--- src/rtl/aud_tx_pkg.sv ---
package aud_tx_pkg;

    typedef enum logic [1:0] {
        AL_LATE  = 2'd0,
        AL_EDGE  = 2'd1,
        AL_RIGHT = 2'd2
    } align_e;

    typedef struct packed {
        logic       pcm;
        logic [1:0] ifmt;
        logic [1:0] pmode;
    } fmt_t;

    function automatic align_e fmt_align(fmt_t f);
        if (f.pcm) begin
            return f.pmode[0] ? AL_EDGE : AL_LATE;
        end
        case (f.ifmt)
            2'd1:    return AL_EDGE;
            2'd2:    return AL_RIGHT;
            default: return AL_LATE;
        endcase
    endfunction

endpackage

--- src/rtl/aud_tx_timing.sv ---
module aud_tx_timing #(
    parameter int SLOTS_HALF = 32,
    localparam int FRAME = 2 * SLOTS_HALF,
    localparam int CNT_W = $clog2(FRAME)
) (
    input  logic             clk,
    input  logic             rst,
    input  logic             xfer_en,
    input  logic             tick,
    output logic             run,
    output logic [CNT_W-1:0] pos,
    output logic             load
);
    localparam logic [CNT_W-1:0] LAST = CNT_W'(FRAME - 1);

    assign load = xfer_en && tick && (!run || pos == LAST);

    always_ff @(posedge clk) begin
        if (rst || !xfer_en) begin
            run <= 1'b0;
            pos <= '0;
        end else if (tick) begin
            if (!run) begin
                run <= 1'b1;
                pos <= '0;
            end else begin
                pos <= (pos == LAST) ? '0 : pos + 1'b1;
            end
        end
    end

    // slot steps by one per tick while running
    p_pos_step_r11: assert property (@(posedge clk) disable iff (rst)
        (run && tick && xfer_en && pos != LAST) |=> (run && pos == $past(pos) + 1'b1));
    // frame wraps to slot 0
    p_pos_wrap_r11: assert property (@(posedge clk) disable iff (rst)
        (run && tick && xfer_en && pos == LAST) |=> (run && pos == '0));
    // position holds between ticks
    p_pos_hold_r11: assert property (@(posedge clk) disable iff (rst)
        (run && !tick && xfer_en) |=> $stable(pos));
endmodule

--- src/rtl/aud_tx_fetch.sv ---
module aud_tx_fetch #(
    parameter int NLANE  = 4,
    parameter int WORD_W = 32,
    localparam int NWORD  = 2 * NLANE,
    localparam int FILL_W = $clog2(NWORD + 1),
    localparam int IDX_W  = $clog2(NWORD),
    localparam int PAIR_W = $clog2(NLANE)
) (
    input  logic                         clk,
    input  logic                         rst,
    input  logic                         xfer_en,
    input  logic [PAIR_W-1:0]            pairs,
    input  logic                         fifo_valid,
    input  logic [WORD_W-1:0]            fifo_data,
    input  logic                         load,
    output logic                         fifo_pop,
    output logic                         full,
    output logic [NWORD-1:0][WORD_W-1:0] stage
);
    logic [FILL_W-1:0] fill;
    logic [FILL_W-1:0] need;

    assign need     = FILL_W'(2 * (int'(pairs) + 1));
    assign full     = (fill >= need);
    assign fifo_pop = xfer_en && fifo_valid && !full;

    always_ff @(posedge clk) begin
        if (rst) begin
            fill  <= '0;
            stage <= '0;
        end else if (!xfer_en) begin
            fill <= '0;
        end else if (load && full) begin
            fill <= '0;
        end else if (fifo_pop) begin
            stage[fill[IDX_W-1:0]] <= fifo_data;
            fill <= fill + 1'b1;
        end
    end

    // staging never holds more than one frame of words
    p_fill_bound_r2: assert property (@(posedge clk) disable iff (rst)
        fill <= need);
    // a complete set is consumed at the frame start
    p_load_clears_r2: assert property (@(posedge clk) disable iff (rst)
        (load && full) |=> (fill == '0));
    // an incomplete set survives the frame start
    p_keep_partial_r10: assert property (@(posedge clk) disable iff (rst)
        (load && !full && xfer_en) |=> (fill >= $past(fill)));
    // disabling drops the staged set
    p_idle_empty_r1: assert property (@(posedge clk) disable iff (rst)
        !xfer_en |=> (fill == '0));
endmodule

--- src/rtl/aud_tx_shift.sv ---
module aud_tx_shift
    import aud_tx_pkg::*;
#(
    parameter int NLANE      = 4,
    parameter int WORD_W     = 32,
    parameter int SLOTS_HALF = 32,
    localparam int NWORD  = 2 * NLANE,
    localparam int CNT_W  = $clog2(2 * SLOTS_HALF),
    localparam int SLOT_W = $clog2(SLOTS_HALF),
    localparam int PAIR_W = $clog2(NLANE),
    localparam int VDW_W  = $clog2(WORD_W)
) (
    input  logic                         clk,
    input  logic                         rst,
    input  logic                         run,
    input  logic [CNT_W-1:0]             pos,
    input  logic                         load,
    input  logic                         full,
    input  logic [NWORD-1:0][WORD_W-1:0] stage,
    input  fmt_t                         fmt,
    input  logic [VDW_W-1:0]             vdw,
    input  logic [PAIR_W-1:0]            pairs,
    output logic [NLANE-1:0]             sdo,
    output logic                         ws
);
    logic [NWORD-1:0][WORD_W-1:0] active;
    logic                         half;
    logic [SLOT_W-1:0]            slot;
    align_e                       align;

    assign half  = pos[CNT_W-1];
    assign slot  = pos[SLOT_W-1:0];
    assign align = fmt_align(fmt);

    function automatic logic slot_bit(logic [WORD_W-1:0] word,
                                      logic [SLOT_W-1:0] s_in,
                                      logic [VDW_W-1:0]  w_m1,
                                      align_e            al);
        int s = int'(s_in);
        int w = int'(w_m1) + 1;
        int j;
        logic [WORD_W-1:0] sh;
        if (al == AL_RIGHT) begin
            j = SLOTS_HALF - 1 - s;
        end else begin
            j = w - 1 - (s - ((al == AL_LATE) ? 1 : 0));
        end
        if (j < 0 || j >= w) begin
            return 1'b0;
        end
        sh = word >> j;
        return sh[0];
    endfunction

    always_ff @(posedge clk) begin
        if (rst) begin
            active <= '0;
        end else if (load) begin
            active <= full ? stage : '0;
        end
    end

    for (genvar l = 0; l < NLANE; l++) begin : g_lane
        logic [WORD_W-1:0] cur;
        logic              lane_on;
        assign cur      = half ? active[2*l+1] : active[2*l];
        assign lane_on  = (int'(pairs) >= l);
        assign sdo[l]   = run && lane_on && slot_bit(cur, slot, vdw, align);
    end

    assign ws = run && (fmt.pcm ? (pos == '0) : half);
endmodule

--- src/rtl/aud_tx_serializer.sv ---
module aud_tx_serializer
    import aud_tx_pkg::*;
#(
    parameter int NLANE      = 4,
    parameter int WORD_W     = 32,
    parameter int SLOTS_HALF = 32,
    localparam int PAIR_W = $clog2(NLANE),
    localparam int VDW_W  = $clog2(WORD_W),
    localparam int CNT_W  = $clog2(2 * SLOTS_HALF),
    localparam int NWORD  = 2 * NLANE
) (
    input  logic              clk,
    input  logic              rst,
    input  logic              xfer_en,
    input  logic              fmt_pcm,
    input  logic [1:0]        i2s_mode,
    input  logic [1:0]        pcm_mode,
    input  logic [VDW_W-1:0]  vdw,
    input  logic [PAIR_W-1:0] pairs,
    input  logic              bclk_tick,
    input  logic              fifo_valid,
    input  logic [WORD_W-1:0] fifo_data,
    output logic              fifo_pop,
    output logic [NLANE-1:0]  sdo,
    output logic              ws
);
    fmt_t                         fmt;
    logic                         run;
    logic                         load;
    logic                         full;
    logic [CNT_W-1:0]             pos;
    logic [NWORD-1:0][WORD_W-1:0] stage;

    assign fmt = '{pcm: fmt_pcm, ifmt: i2s_mode, pmode: pcm_mode};

    aud_tx_timing #(.SLOTS_HALF(SLOTS_HALF)) u_timing (
        .clk(clk), .rst(rst), .xfer_en(xfer_en), .tick(bclk_tick),
        .run(run), .pos(pos), .load(load)
    );

    aud_tx_fetch #(.NLANE(NLANE), .WORD_W(WORD_W)) u_fetch (
        .clk(clk), .rst(rst), .xfer_en(xfer_en), .pairs(pairs),
        .fifo_valid(fifo_valid), .fifo_data(fifo_data), .load(load),
        .fifo_pop(fifo_pop), .full(full), .stage(stage)
    );

    aud_tx_shift #(.NLANE(NLANE), .WORD_W(WORD_W), .SLOTS_HALF(SLOTS_HALF)) u_shift (
        .clk(clk), .rst(rst), .run(run), .pos(pos), .load(load), .full(full),
        .stage(stage), .fmt(fmt), .vdw(vdw), .pairs(pairs),
        .sdo(sdo), .ws(ws)
    );

    // one cycle after the enable drops, the line is quiet
    p_idle_quiet_r1: assert property (@(posedge clk) disable iff (rst)
        !xfer_en |=> (sdo == '0 && !ws));
endmodule

--- config.mk ---
export PLATFORM = sky130hd
export DESIGN_NAME = aud_tx_serializer
export DESIGN_NICKNAME = d
export VERILOG_FILES = /design/src/rtl/aud_tx_pkg.sv /design/src/rtl/aud_tx_timing.sv /design/src/rtl/aud_tx_fetch.sv /design/src/rtl/aud_tx_shift.sv /design/src/rtl/aud_tx_serializer.sv
export SDC_FILE = /design/constraint.sdc
export NUM_CORES = 1
export LEC_CHECK = 0
export ABC_AREA = 0
export BUFFER_PORTS_ARGS = -buffer_cell sky130_fd_sc_hd__clkbuf_2
export CELL_PAD_IN_SITES_DETAIL_PLACEMENT = 1
export CELL_PAD_IN_SITES_GLOBAL_PLACEMENT = 1
export CORE_AREA = 5 5 238 240
export DETAILED_ROUTE_END_ITERATION = 10
export DIE_AREA = 0 0 243 245
export PLACE_DENSITY_LB_ADDON = 0.1
export SLEW_MARGIN = 20
export SYNTH_ARGS = -nofsm -noshare
export SYNTH_HDL_FRONTEND = slang
export SYNTH_HIERARCHICAL = 1
export SYNTH_SLANG_ARGS = --single-unit
--- constraint.sdc ---
create_clock -name clk -period 4.6 [get_ports clk]
set_clock_uncertainty 0.15 [all_clocks]
set_input_delay 0.69 -clock clk [delete_from_list [all_inputs] [get_ports clk]]
set_output_delay 0.69 -clock clk [all_outputs]
set_load 0.02 [all_outputs]
==> out/metrics.yaml <==
status: "finished with violations"
violations: "negative setup slack"
start_kind: "input port"
vias_per_cell: 5.55
cp-endpoint: "sdo[0]"
antenna_found_initial: 1
placement.io_buffers: 53
reg2regPathDepth: 9
synth_area_leaders: "dfxtp_1 45%, mux2i_1 9.5%, a21oi_1 7.3%"
power_density_mw_per_mm2: 407
maxCapViolCount: 0
wl_met3_mm: 3.69
synth_most_common_cell: "dfxtp_1"
netlist_area_mm2: 0.0230
worst_pin_slew_ps: 926
report.final.slew_viol_count: 0
cts_tree: "built"
synth-main-ff-cell: "dfxtp_1"
antenna_cells: 0
first_global_vias: 20400
utilization_pct: 49.3
pwr-share-comb_pct: 16.7
cts_made_buffers: 56
drt_first_iter_violations: 1166
r2r_slack_ps: 1360
fin_nets: 2827
wl_met1_mm: 35.0
wl_met2_mm: 37.5
fmax_mhz: 199
rows: 86
place_ws_ps: -702
required_ps: 3760
grt_max_degree: 162
cts_root_buf: "clkbuf_16"
worst_slack_ps: -436
final_antenna_net_count: 0
critPathLaunch: "i2s_mode[1]"
fp.dieW_um: 243
ff_latch_area_mm2: 0.0105
hold_viol: 0
top_layer: "met5"
fin_cells: 3504
p_total_mw: 10.9
synth-seq-cells: 523
path_clk_slew_ps: 60
synth_cell_type_count: 63
cts.sinks: 523
finalCritPeriodShare_pct: 109
ys_seq_area_share_pct: 45.5
pwr-share-clk_pct: 41.6
switching_share_pct: 28.0
async_reset_ff_share_pct: 0
syn_area_per_cell_um2: 8.56
seqPwrFrac_pct: 41.7
cts_max_level: 2
period_needed_ps: 5040
tns_ps: -1660
multi_input_area_mm2: 0.0118
max_slew_margin_pct: 38.2
place_inst: 3393
finalSetupViolCount: 4
endpoint_kind: "output pin"
core_region_area_mm2: 0.0544
io_pins: 55
insertion_delay_ps: 630
reg2reg_from: "u_fetch/fill[1]"
fillers: 6274
syn2layout_area_growth_pct: 16.5
gp_congestion: 0.850
ys_warn_count: 6
p_int_mw: 7.87
synth_common_cells: "523 x dfxtp_1, 338 x a21oi_1, 285 x nor2_1"
p_leak_nw: 11.0
synth_top_cell_by_area: "dfxtp_1"
dieArea_mm2: 0.0595
fp.dieH_um: 245
initial_core_util_pct: 42.3
r2r-end: "u_shift/active[250]"
p_sw_mw: 3.06
syn_inst: 2690
vias: 19400
dp_hpwl_mm: 50.7
syn_nets: 2762
grt_overflow: 0
rsz0062_at_grt: "yes"
yosysTopAreaCellShare_pct: 45.5
grt_pass1_wl_mm: 120
clock_path_buffers: 3
drcViolationCount: 0
drive_gt1_share_pct: 13.0
synth_edf_count: 0
ir_worst_vdd_v: 0.000270
wl_mm: 78.0
cp.arrival_ps: 4200
grt_use_total_pct: 25.5
wl_per_cell_um: 22.3
hold_path.class: "input port to flop"
critical_path_class: "input port to output pin"
cp_max_fo: 7
first_pass_iters: 5
through the flow:
step                area, um^2  hold slack, ps
detailed placement       24700             314
CTS                      26700             131
global placement         24700             305
finish                   26800             171
global route             26800             159
floorplan                23100             297
layout by cell type, fill, tap and decap left out, types with 3 or more instances in the layout:
cell type	instances
ha_1	17
o311ai_1	3
nor2_1	283
nand2b_1	233
dfxtp_1	523
nor3_1	5
inv_2	6
clkbuf_16	56
xnor2_1	5
nor2b_1	255
a211oi_1	5
clkinv_2	9
mux4_2	7
a22oi_1	3
clkbuf_8	19
and3_1	16
nand3_2	6
buf_6	5
clkbuf_1	15
inv_1	13
o211ai_1	5
buf_8	4
nand3b_1	5
clkbuf_2	46
o21ai_0	76
mux2i_1	219
xor2_1	9
buf_4	138
a32oi_1	14
nand4_1	25
ha_4	3
o2111ai_1	3
nand3_1	127
a21oi_1	330
buf_12	17
nand2_1	211
a31oi_1	17
a21oi_2	6
or3_1	4
power by group through the flow:
| stage | clock network [mW] | logic, mW | registers [mW] |
|---|---|---|---|
| final | 4.55 | 1.82 | 4.56 |
| after global routing | 4.86 | 1.91 | 4.56 |
| after CTS | 4.66 | 1.76 | 4.56 |
| after detailed placement | 0 | 1.69 | 4.66 |
| after global placement | 0 | 1.66 | 4.66 |
| after floorplan | 0 | 0.842 | 4.66 |
cell type report:
class | count | share of cell area, %
flip-flops and latches | 523 | 39.0
multi-input cells | 1941 | 43.9
well taps | 704 | 3.28
clock inverters | 15 | 0.588
inverters | 21 | 0.350
repair buffers | 212 | 6.52
clock buffers | 88 | 6.31
flip-flops by register name, indices dropped and copies added, names as in the netlist:
signal / count
u_fetch/stage: 256
u_shift/active: 256
u_timing/pos: 6
u_fetch/fill: 4
u_timing/run: 1
layer usage:
layer  vias to the layer above  global-route usage (%)
met5                         -                       0
met4                         2                    6.39
met3                       114                    4.15
met2                       381                    43.6
met1                      9793                    33.8
li1                       9150                       -
worst min path at each step:
stage	slack, ps	start	to	depth (start not counted)
finish	170	fifo_data[8]	u_fetch/stage[168]	3
CTS	130	fifo_data[8]	u_fetch/stage[168]	3
floorplan	300	u_shift/active[247]	u_shift/active[247]	2
detailed placement	310	u_fetch/stage[79]	u_fetch/stage[79]	2
global placement	310	u_fetch/stage[252]	u_shift/active[252]	2
global route	160	fifo_data[8]	u_fetch/stage[232]	3
worst max-delay path, stage by stage:
cell	delay, ps
buf_8	100
xnor2_2	140
nor2_1	60
a21oi_1	130
ha_2	230
ha_4	220
inv_2	50
fa_1	400
mux2_4	370
clkinv_8	110
ha_4	200
a21o_1	160
a21o_1	170
a21oi_2	140
o21ai_2	70
a211oi_2	170
buf_4	210
buf_4	130
buf_4	100
a21boi_4	200
buf_8	130
cell families (layout without fill, tap and decap cells):
kind of cell | Yosys count | in the layout | synth area share (%)
buffers and inverters | 226 | 336 | 4.44
multiplexers | 229 | 229 | 10.4
XOR/XNOR | 16 | 16 | 0.609
flip-flops | 523 | 523 | 45.5
adder cells (fa/ha/maj) | 23 | 23 | 1.28
AO/OA/AOI/OAI | 483 | 483 | 11.3
AND/OR/NAND/NOR | 1190 | 1190 | 26.5
timing repair:
item	in CTS	in global routing
pin swaps	8	12
hold buffers	0	0
setup buffers	7	2
setup endpoints to repair	4	4
endpoints found under the hold margin	0	0
resized for setup	24	26
gates cloned	0	0
(Power assumes the default switching activity.)
